**src/rtl/gpf_pkg.sv**
```systemverilog
// Package: shared constants, command classes and the opcode length rules
// for the command packet framer. Assumes 32-bit command words with the
// opcode in the top byte.
package gpf_pkg;
    localparam int WORD_W  = 32;
    localparam int OP_W    = 8;
    localparam int ENV_NUM = 8;
    localparam int STAT_W  = 13;

    localparam logic [WORD_W-1:0] TERM_MASK = 32'hF000_F000;
    localparam logic [WORD_W-1:0] TERM_VAL  = 32'h5000_5000;

    typedef enum logic [1:0] {
        CLS_FIXED = 2'd0,
        CLS_POLY1 = 2'd1,
        CLS_POLY2 = 2'd2,
        CLS_IMAGE = 2'd3
    } cmd_class_e;

    // Extra words after the first word, derived from the opcode bit fields.
    function automatic logic [3:0] extra_words(input logic [OP_W-1:0] op);
        logic [3:0] nv;
        logic [3:0] per_v;
        logic [3:0] res;
        res = 4'd0;
        if (op == 8'h02) begin
            res = 4'd2;
        end else if (op[7:5] == 3'b001) begin
            nv    = op[3] ? 4'd4 : 4'd3;
            per_v = op[2] ? 4'd2 : 4'd1;
            res   = 4'(nv * per_v) + (op[4] ? 4'(nv - 4'd1) : 4'd0);
        end else if (op[7:5] == 3'b010) begin
            res = op[4] ? 4'd3 : 4'd2;
        end else if (op[7:5] == 3'b011) begin
            res = 4'd1 + (op[2] ? 4'd1 : 4'd0) + ((op[4:3] == 2'b00) ? 4'd1 : 4'd0);
        end else if (op == 8'h80) begin
            res = 4'd3;
        end
        return res;
    endfunction

    // Framing class of an opcode.
    function automatic cmd_class_e classify(input logic [OP_W-1:0] op);
        cmd_class_e c;
        c = CLS_FIXED;
        if (op[7:3] == 5'b01001)                 c = CLS_POLY1;
        else if (op[7:3] == 5'b01011)            c = CLS_POLY2;
        else if (op >= 8'hA0 && op <= 8'hDF)     c = CLS_IMAGE;
        return c;
    endfunction
endpackage

```
**src/rtl/gpf_decode.sv**
```systemverilog
// Opcode decoder: maps an opcode to its framing class and extra-word count.
// Purely combinational; assumes the opcode is already selected by the caller.
module gpf_decode
    import gpf_pkg::*;
(
    input  logic [OP_W-1:0] opcode,
    output cmd_class_e      cls,
    output logic [3:0]      extra
);
    // Decode class and length from the opcode bits.
    always_comb begin
        cls   = classify(opcode);
        extra = extra_words(opcode);
    end
endmodule

```
**src/rtl/gpf_term_detect.sv**
```systemverilog
// Line-strip terminator detector: flags a word that matches the end pattern
// at a position where the packet's class allows it to end the strip.
// Assumes idx is the index of the word within its packet.
module gpf_term_detect
    import gpf_pkg::*;
#(
    parameter int CNT_W = 6
) (
    input  logic [WORD_W-1:0] word,
    input  logic [CNT_W-1:0]  idx,
    input  cmd_class_e        cls,
    output logic              hit
);
    logic pattern;
    logic pos_one;
    logic pos_two;

    // Pattern match and allowed-position tests for both step sizes.
    always_comb begin
        pattern = ((word & TERM_MASK) == TERM_VAL);
        pos_one = (idx >= CNT_W'(3));
        pos_two = (idx >= CNT_W'(4)) && !idx[0];
        unique case (cls)
            CLS_POLY1: hit = pattern && pos_one;
            CLS_POLY2: hit = pattern && pos_two;
            default:   hit = 1'b0;
        endcase
    end
endmodule

```
**src/rtl/gpf_env.sv**
```systemverilog
// Environment register file and status word. Settings words are stored
// whole; status is reloaded one edge after a batch end is seen, so that a
// write made by the batch's last word is already visible.
module gpf_env
    import gpf_pkg::*;
(
    input  logic                      clk,
    input  logic                      rst_n,
    input  logic                      wr_en,
    input  logic [2:0]                wr_idx,
    input  logic [WORD_W-1:0]         wr_data,
    input  logic                      batch_end,
    output logic [ENV_NUM*WORD_W-1:0] env_regs,
    output logic [STAT_W-1:0]         status
);
    logic batch_q;

    for (genvar g = 0; g < ENV_NUM; g++) begin : g_env
        logic [WORD_W-1:0] env_q;
        // Hold one environment register; reset value carries its own opcode.
        always_ff @(posedge clk) begin
            if (!rst_n)
                env_q <= WORD_W'(OP_W'(8'hE0 + g)) << 24;
            else if (wr_en && wr_idx == 3'(g))
                env_q <= wr_data;
        end
        assign env_regs[g*WORD_W +: WORD_W] = env_q;
    end

    // Delay the batch end by one edge, then reload the status word.
    always_ff @(posedge clk) begin
        if (!rst_n) begin
            batch_q <= 1'b0;
            status  <= '0;
        end else begin
            batch_q <= batch_end;
            if (batch_q)
                status <= {env_regs[6*WORD_W +: 2], env_regs[1*WORD_W +: 11]};
        end
    end
endmodule

```
**src/rtl/gpf_framer.sv**
```systemverilog
// Command packet framer (top). Collects command words into packets whose
// length follows from the opcode, ends line strips on a terminator, diverts
// image-transfer commands to a transfer port and feeds settings words to the
// environment registers. Assumes MAX_WORDS >= 12 so the longest fixed packet
// fits. One packet or transfer is held at a time; input stalls meanwhile.
module gpf_framer
    import gpf_pkg::*;
#(
    parameter  int MAX_WORDS = 32,
    localparam int CNT_W     = $clog2(MAX_WORDS + 1)
) (
    input  logic                        clk,
    input  logic                        rst_n,
    input  logic                        cmd_flush,
    input  logic                        in_valid,
    input  logic [WORD_W-1:0]           in_data,
    input  logic                        in_last,
    output logic                        in_ready,
    output logic                        pkt_valid,
    input  logic                        pkt_ready,
    output logic [OP_W-1:0]             pkt_opcode,
    output logic [CNT_W-1:0]            pkt_count,
    output logic [MAX_WORDS*WORD_W-1:0] pkt_words,
    output logic                        xfer_valid,
    input  logic                        xfer_ready,
    output logic                        xfer_read,
    output logic [WORD_W-1:0]           xfer_pos,
    output logic [WORD_W-1:0]           xfer_size,
    output logic [ENV_NUM*WORD_W-1:0]   env_regs,
    output logic [STAT_W-1:0]           status
);
    logic [CNT_W-1:0] cnt_q;
    logic [OP_W-1:0]  op_q;
    logic [OP_W-1:0]  out_op_q;
    logic [CNT_W-1:0] out_cnt_q;
    logic             pkt_valid_q;
    logic             xfer_valid_q;
    logic             xfer_read_q;

    logic             accept;
    logic [OP_W-1:0]  cur_op;
    cmd_class_e       cls;
    logic [3:0]       extra;
    logic             term_hit;
    logic             done;
    logic             env_wr;

    assign in_ready = !pkt_valid_q && !xfer_valid_q && !cmd_flush;
    assign accept   = in_valid && in_ready;
    assign cur_op   = (cnt_q == '0) ? in_data[WORD_W-1 -: OP_W] : op_q;
    assign env_wr   = accept && (cnt_q == '0) && (in_data[31:27] == 5'b11100);

    gpf_decode u_dec (
        .opcode (cur_op),
        .cls    (cls),
        .extra  (extra)
    );

    gpf_term_detect #(.CNT_W(CNT_W)) u_term (
        .word (in_data),
        .idx  (cnt_q),
        .cls  (cls),
        .hit  (term_hit)
    );

    gpf_env u_env (
        .clk       (clk),
        .rst_n     (rst_n),
        .wr_en     (env_wr),
        .wr_idx    (in_data[26:24]),
        .wr_data   (in_data),
        .batch_end (accept && in_last),
        .env_regs  (env_regs),
        .status    (status)
    );

    // Decide whether the word now arriving closes its packet.
    always_comb begin
        unique case (cls)
            CLS_FIXED: done = (cnt_q == CNT_W'(extra));
            CLS_IMAGE: done = (cnt_q == CNT_W'(2));
            default:   done = term_hit || (cnt_q == CNT_W'(MAX_WORDS - 1));
        endcase
    end

    for (genvar g = 0; g < MAX_WORDS; g++) begin : g_slot
        logic [WORD_W-1:0] slot_q;
        // Store the word whose index matches this slot.
        always_ff @(posedge clk) begin
            if (!rst_n)
                slot_q <= '0;
            else if (accept && cnt_q == CNT_W'(g))
                slot_q <= in_data;
        end
        assign pkt_words[g*WORD_W +: WORD_W] = slot_q;
    end

    // Word counter, packet and transfer hand-off, flush handling.
    always_ff @(posedge clk) begin
        if (!rst_n) begin
            cnt_q        <= '0;
            op_q         <= '0;
            out_op_q     <= '0;
            out_cnt_q    <= '0;
            pkt_valid_q  <= 1'b0;
            xfer_valid_q <= 1'b0;
            xfer_read_q  <= 1'b0;
        end else if (cmd_flush) begin
            cnt_q        <= '0;
            pkt_valid_q  <= 1'b0;
            xfer_valid_q <= 1'b0;
        end else begin
            if (pkt_valid_q && pkt_ready)
                pkt_valid_q <= 1'b0;
            if (xfer_valid_q && xfer_ready)
                xfer_valid_q <= 1'b0;
            if (accept) begin
                op_q <= cur_op;
                if (done) begin
                    cnt_q <= '0;
                    if (cls == CLS_IMAGE) begin
                        xfer_valid_q <= 1'b1;
                        xfer_read_q  <= (cur_op[7:5] == 3'b110);
                    end else begin
                        pkt_valid_q <= 1'b1;
                        out_op_q    <= cur_op;
                        out_cnt_q   <= cnt_q + CNT_W'(1);
                    end
                end else begin
                    cnt_q <= cnt_q + CNT_W'(1);
                end
            end
        end
    end

    assign pkt_valid  = pkt_valid_q;
    assign pkt_opcode = out_op_q;
    assign pkt_count  = out_cnt_q;
    assign xfer_valid = xfer_valid_q;
    assign xfer_read  = xfer_read_q;
    assign xfer_pos   = pkt_words[1*WORD_W +: WORD_W];
    assign xfer_size  = pkt_words[2*WORD_W +: WORD_W];
endmodule

```
**config.mk**
```make
export PLATFORM = sky130hd
export DESIGN_NAME = gpf_framer
export DESIGN_NICKNAME = d
export VERILOG_FILES = /design/src/rtl/gpf_pkg.sv /design/src/rtl/gpf_decode.sv /design/src/rtl/gpf_term_detect.sv /design/src/rtl/gpf_env.sv /design/src/rtl/gpf_framer.sv
export SDC_FILE = /design/constraint.sdc
export NUM_CORES = 2
export LEC_CHECK = 0
export ABC_CLOCK_PERIOD_IN_PS = 4000
export BUFFER_PORTS_ARGS = -buffer_cell sky130_fd_sc_hd__buf_2
export CORE_AREA = 8 8 549 551
export DETAILED_ROUTE_END_ITERATION = 6
export DIE_AREA = 0 0 557 559
export SYNTH_ARGS = -nofsm -noshare
export SYNTH_HDL_FRONTEND = slang
export SYNTH_SLANG_ARGS = --single-unit
```
**constraint.sdc**
```tcl
create_clock -name clk -period 4 [get_ports clk]
set_input_delay 0.2 -clock clk [delete_from_list [all_inputs] [get_ports clk]]
set_output_delay 0.2 -clock clk [all_outputs]
set_load 0.01 [all_outputs]
```
==> impl_metrics.py <==
metrics = {
    "setup_path": {
        "critPathMaxFanout": 7,
        "critPathKind": "flop to flop",
        "required_ns": 4.73,
        "end_kind": "flop",
        "worstPathArrival_ns": 4.56,
        "startpoint_type": "flop",
    },
    "drt": {
        "drtPass1Iterations": 5,
        "wl_per_cell_um": 24.6,
        "num_vias": 46279,
        "vias_per_cell": 4.11,
        "routed_wl_um": 277000,
        "drc": 0,
        "drt.antenna.violating_nets": 0,
        "drt_iter0_drc": 4183,
    },
    "synthesis": {
        "synth.avg_cell_area_um2": 8.35,
        "yosysWarnings": 0,
        "synth.most_common_cell": "nand2_1",
        "syn_inst": 6000,
        "ys_async_sr_fraction": 0,
        "yosys.area.top_type": "dfxtp_1",
        "synth_ff_type": "dfxtp_1",
        "synthTopCellsByCount": "nand2_1, dfxtp_1, a21boi_0",
        "syn_nets": 6054,
        "synthesis.area_um2": 50100,
        "synth_edf_count": 0,
        "yosys-top-cells-area": "dfxtp_1, nand2_1, a21boi_0",
        "yosysUniqueCellTypes": 64,
        "ys_seq_elements": 1325,
        "yosysSeqAreaShare": 0.530,
        "synth_top_cell_area_share": 0.530,
    },
    "power_and_ir_drop": {
        "fin_total_pwr_mw": 29.6,
        "powerDensity_nw_per_um2": 442,
        "leakagePower_nw": 26.4,
        "irDropWorstVdd_mv": 0.384,
    },
    "floorplan": {
        "fp.dieW_um": 557,
        "die_area_um2": 311000,
        "rows": 199,
        "initial_core_util": 0.171,
        "core_um2": 293000,
        "die_h_um": 559,
        "pin_count": 1414,
    },
    "global_route": {
        "grtUsageTotal": 0.166,
        "grt_pass1_vias": 43765,
        "grt_pass1_wl_um": 369000,
        "grt_max_degree": 164,
        "overflow": 0,
        "antenna_found_initial": 41,
    },
    "placement": {
        "portBuffers": 1413,
        "place_congestion": 0.823,
        "dp_hpwl_um": 191000,
    },
    "clock_tree": {
        "cts_tree": "done",
        "clock_latency_ns": 0.80,
        "clock-root-buffer": "clkbuf_16",
        "clkSlewWorstSetupHoldPaths_ns": 0.08,
        "cts_num_sinks": 1325,
        "numCtsBuffers": 157,
        "ctsHtreeMaxLevel": 4,
        "clockBufferDepth": 4,
    },
    "timing": {
        "fin_tns_setup_ns": 0,
        "finalClockSkew_ns": 0.0438,
        "slew_headroom": 0.222,
        "fin_crit_sh": 0.958,
        "min_period_ns": 3.83,
        "slew_violations": 0,
        "finalSetupViolCount": 0,
        "worst_pin_slew_ns": 1.16,
        "fmax_mhz": 261,
        "report.final.hold_viol_count": 0,
    },
    "final_layout": {
        "final_nets": 7234,
        "area_growth_pct": 33.5,
        "multiInputGateArea_um2": 21100,
        "drive_gt1_frac": 0.269,
        "final-seq-area_um2": 26500,
        "nFillCells": 32148,
    },
    "worst_hold_path": {
        "min_path_type": "input pin to flop",
    },
    "job": {
        "drv_cap": 0,
    },
    "outcome": {
        "outcome": "finished, final reports clean",
    },
}
[state kept, by name (all words and copies together) (netlist names)]
register,cells
xfer_size,32
op_q,8
g_slot.slot_q,960
u_env.g_env.env_q,256
u_env.batch_q,1
pkt_count,6
pkt_valid,1
xfer_valid,1
u_env.status,13
cnt_q,6
xfer_read,1
xfer_pos,32
pkt_opcode,8
[power breakdown]
group / total [mW] / switching, mW / internal, mW
logic: 1.48 / 1.09 / 0.390
clock network: 14.8 / 6.19 / 8.64
registers: 13.3 / 0.0261 / 13.2
total: 29.6 / 7.31 / 22.3
[cells in the final DEF, fill, tap and decap left out, types with 4 or more instances in the layout]
cell | Yosys | routed
and2_2 | 0 | 5
and2_1 | 20 | 15
nor2_1 | 24 | 16
ha_1 | 14 | 12
clkbuf_8 | 0 | 42
dfxtp_1 | 1325 | 1324
nor2_2 | 3 | 8
nor4_2 | 0 | 4
a21boi_1 | 15 | 15
nor3_1 | 17 | 7
clkbuf_1 | 494 | 26
clkbuf_16 | 0 | 158
buf_4 | 64 | 199
o21ai_0 | 12 | 11
nor2b_1 | 20 | 20
or2_2 | 37 | 37
a21boi_0 | 1209 | 1209
clkinv_2 | 0 | 24
nand3_1 | 9 | 9
dlygate4sd3_1 | 0 | 36
nor3_2 | 2 | 11
bufinv_16 | 0 | 8
mux2i_1 | 29 | 28
inv_16 | 0 | 4
inv_1 | 16 | 16
xnor2_1 | 7 | 7
nand2_1 | 2531 | 2512
buf_12 | 1 | 6
a21oi_1 | 5 | 4
nand2_2 | 0 | 19
mux2_2 | 4 | 4
inv_6 | 0 | 6
nand2b_1 | 11 | 11
clkinvlp_4 | 0 | 5
and3_1 | 30 | 30
diode_2 | 0 | 26
buf_2 | 39 | 1380
[final cells by class]
| type | instances | share of cell area |
|---|---|---|
| sequential | 1325 | 0.397 |
| tap | 3919 | 0.0733 |
| antenna | 26 | 0.000973 |
| timing repair buffer | 1623 | 0.133 |
| clock inverter | 56 | 0.00984 |
| clock buffer | 226 | 0.0692 |
| multi-input combinational | 4057 | 0.316 |
| inverter | 16 | 0.000898 |
[per-stage QoR]
stage	hold slack, ns	setup slack [ns]	utilization	cells	area [um^2]
2_1_floorplan	0.346	0.0119	-	6000	50100
3_3_place_gp	0.421	-0.0274	0.209	10895	61100
3_5_place_dp	0.423	-0.0412	0.209	10895	61100
4_1_cts	0.0182	0.0316	0.228	11215	66700
5_1_grt	0.0636	-0.0195	0.228	11227	66800
6_report	0.0974	0.166	0.229	11248	66900
[layer usage]
metal	global-route usage	part of all wire
met5	0	0
met4	0.0708	0.045
met3	0.0519	0.096
met2	0.266	0.44
met1	0.206	0.41
[cells by family after synthesis]
family                     after synthesis  synth area share
DFF                                   1325             0.530
xor gates and xnor gates                10           0.00175
and+or+nand+nor                       2732             0.215
buffers and inverters                  618            0.0526
AOI/OAI and AO/OA                     1265             0.190
adders and majority gates               15           0.00390
muxes                                   35           0.00730
[what timing repair did]
item | 4_1_cts | 5_1_grt
pin swaps | 0 | 4
endpoints found under the hold margin | 425 | 0
setup endpoints to repair | 8 | 18
gates resized for setup | 1 | 3
hold buffers | 36 | 0
buffers inserted | 2 | 7
[final timing paths]
path                            start                  endpoint  depth (start not counted)  slack (ns)
max                          cnt_q[4]                  cnt_q[2]                         16        0.17
max reg2reg                  cnt_q[4]                  cnt_q[2]                         16        0.17
min                       in_data[28]     g_slot[11].slot_q[28]                          4         0.1
min reg2reg  u_env.g_env[1].env_q[31]  u_env.g_env[1].env_q[31]                          1        0.43
[critical path, cell delays in order (launching register included)]
cell and delay [ns]:
dfxtp_1 0.32, nor4_2 0.31, nand2_1 0.12, buf_6 0.16, mux2i_4 0.18, buf_4 0.15, ha_1 0.17, inv_1 0.05
ha_1 0.22, or3b_2 0.45, a211oi_2 0.20, a2bb2oi_2 0.09, o311ai_4 0.27, mux2_4 0.37, a31o_1 0.25, or2_4 0.26
o31ai_2 0.16
Note: power is estimated with default switching activity, not from simulation.
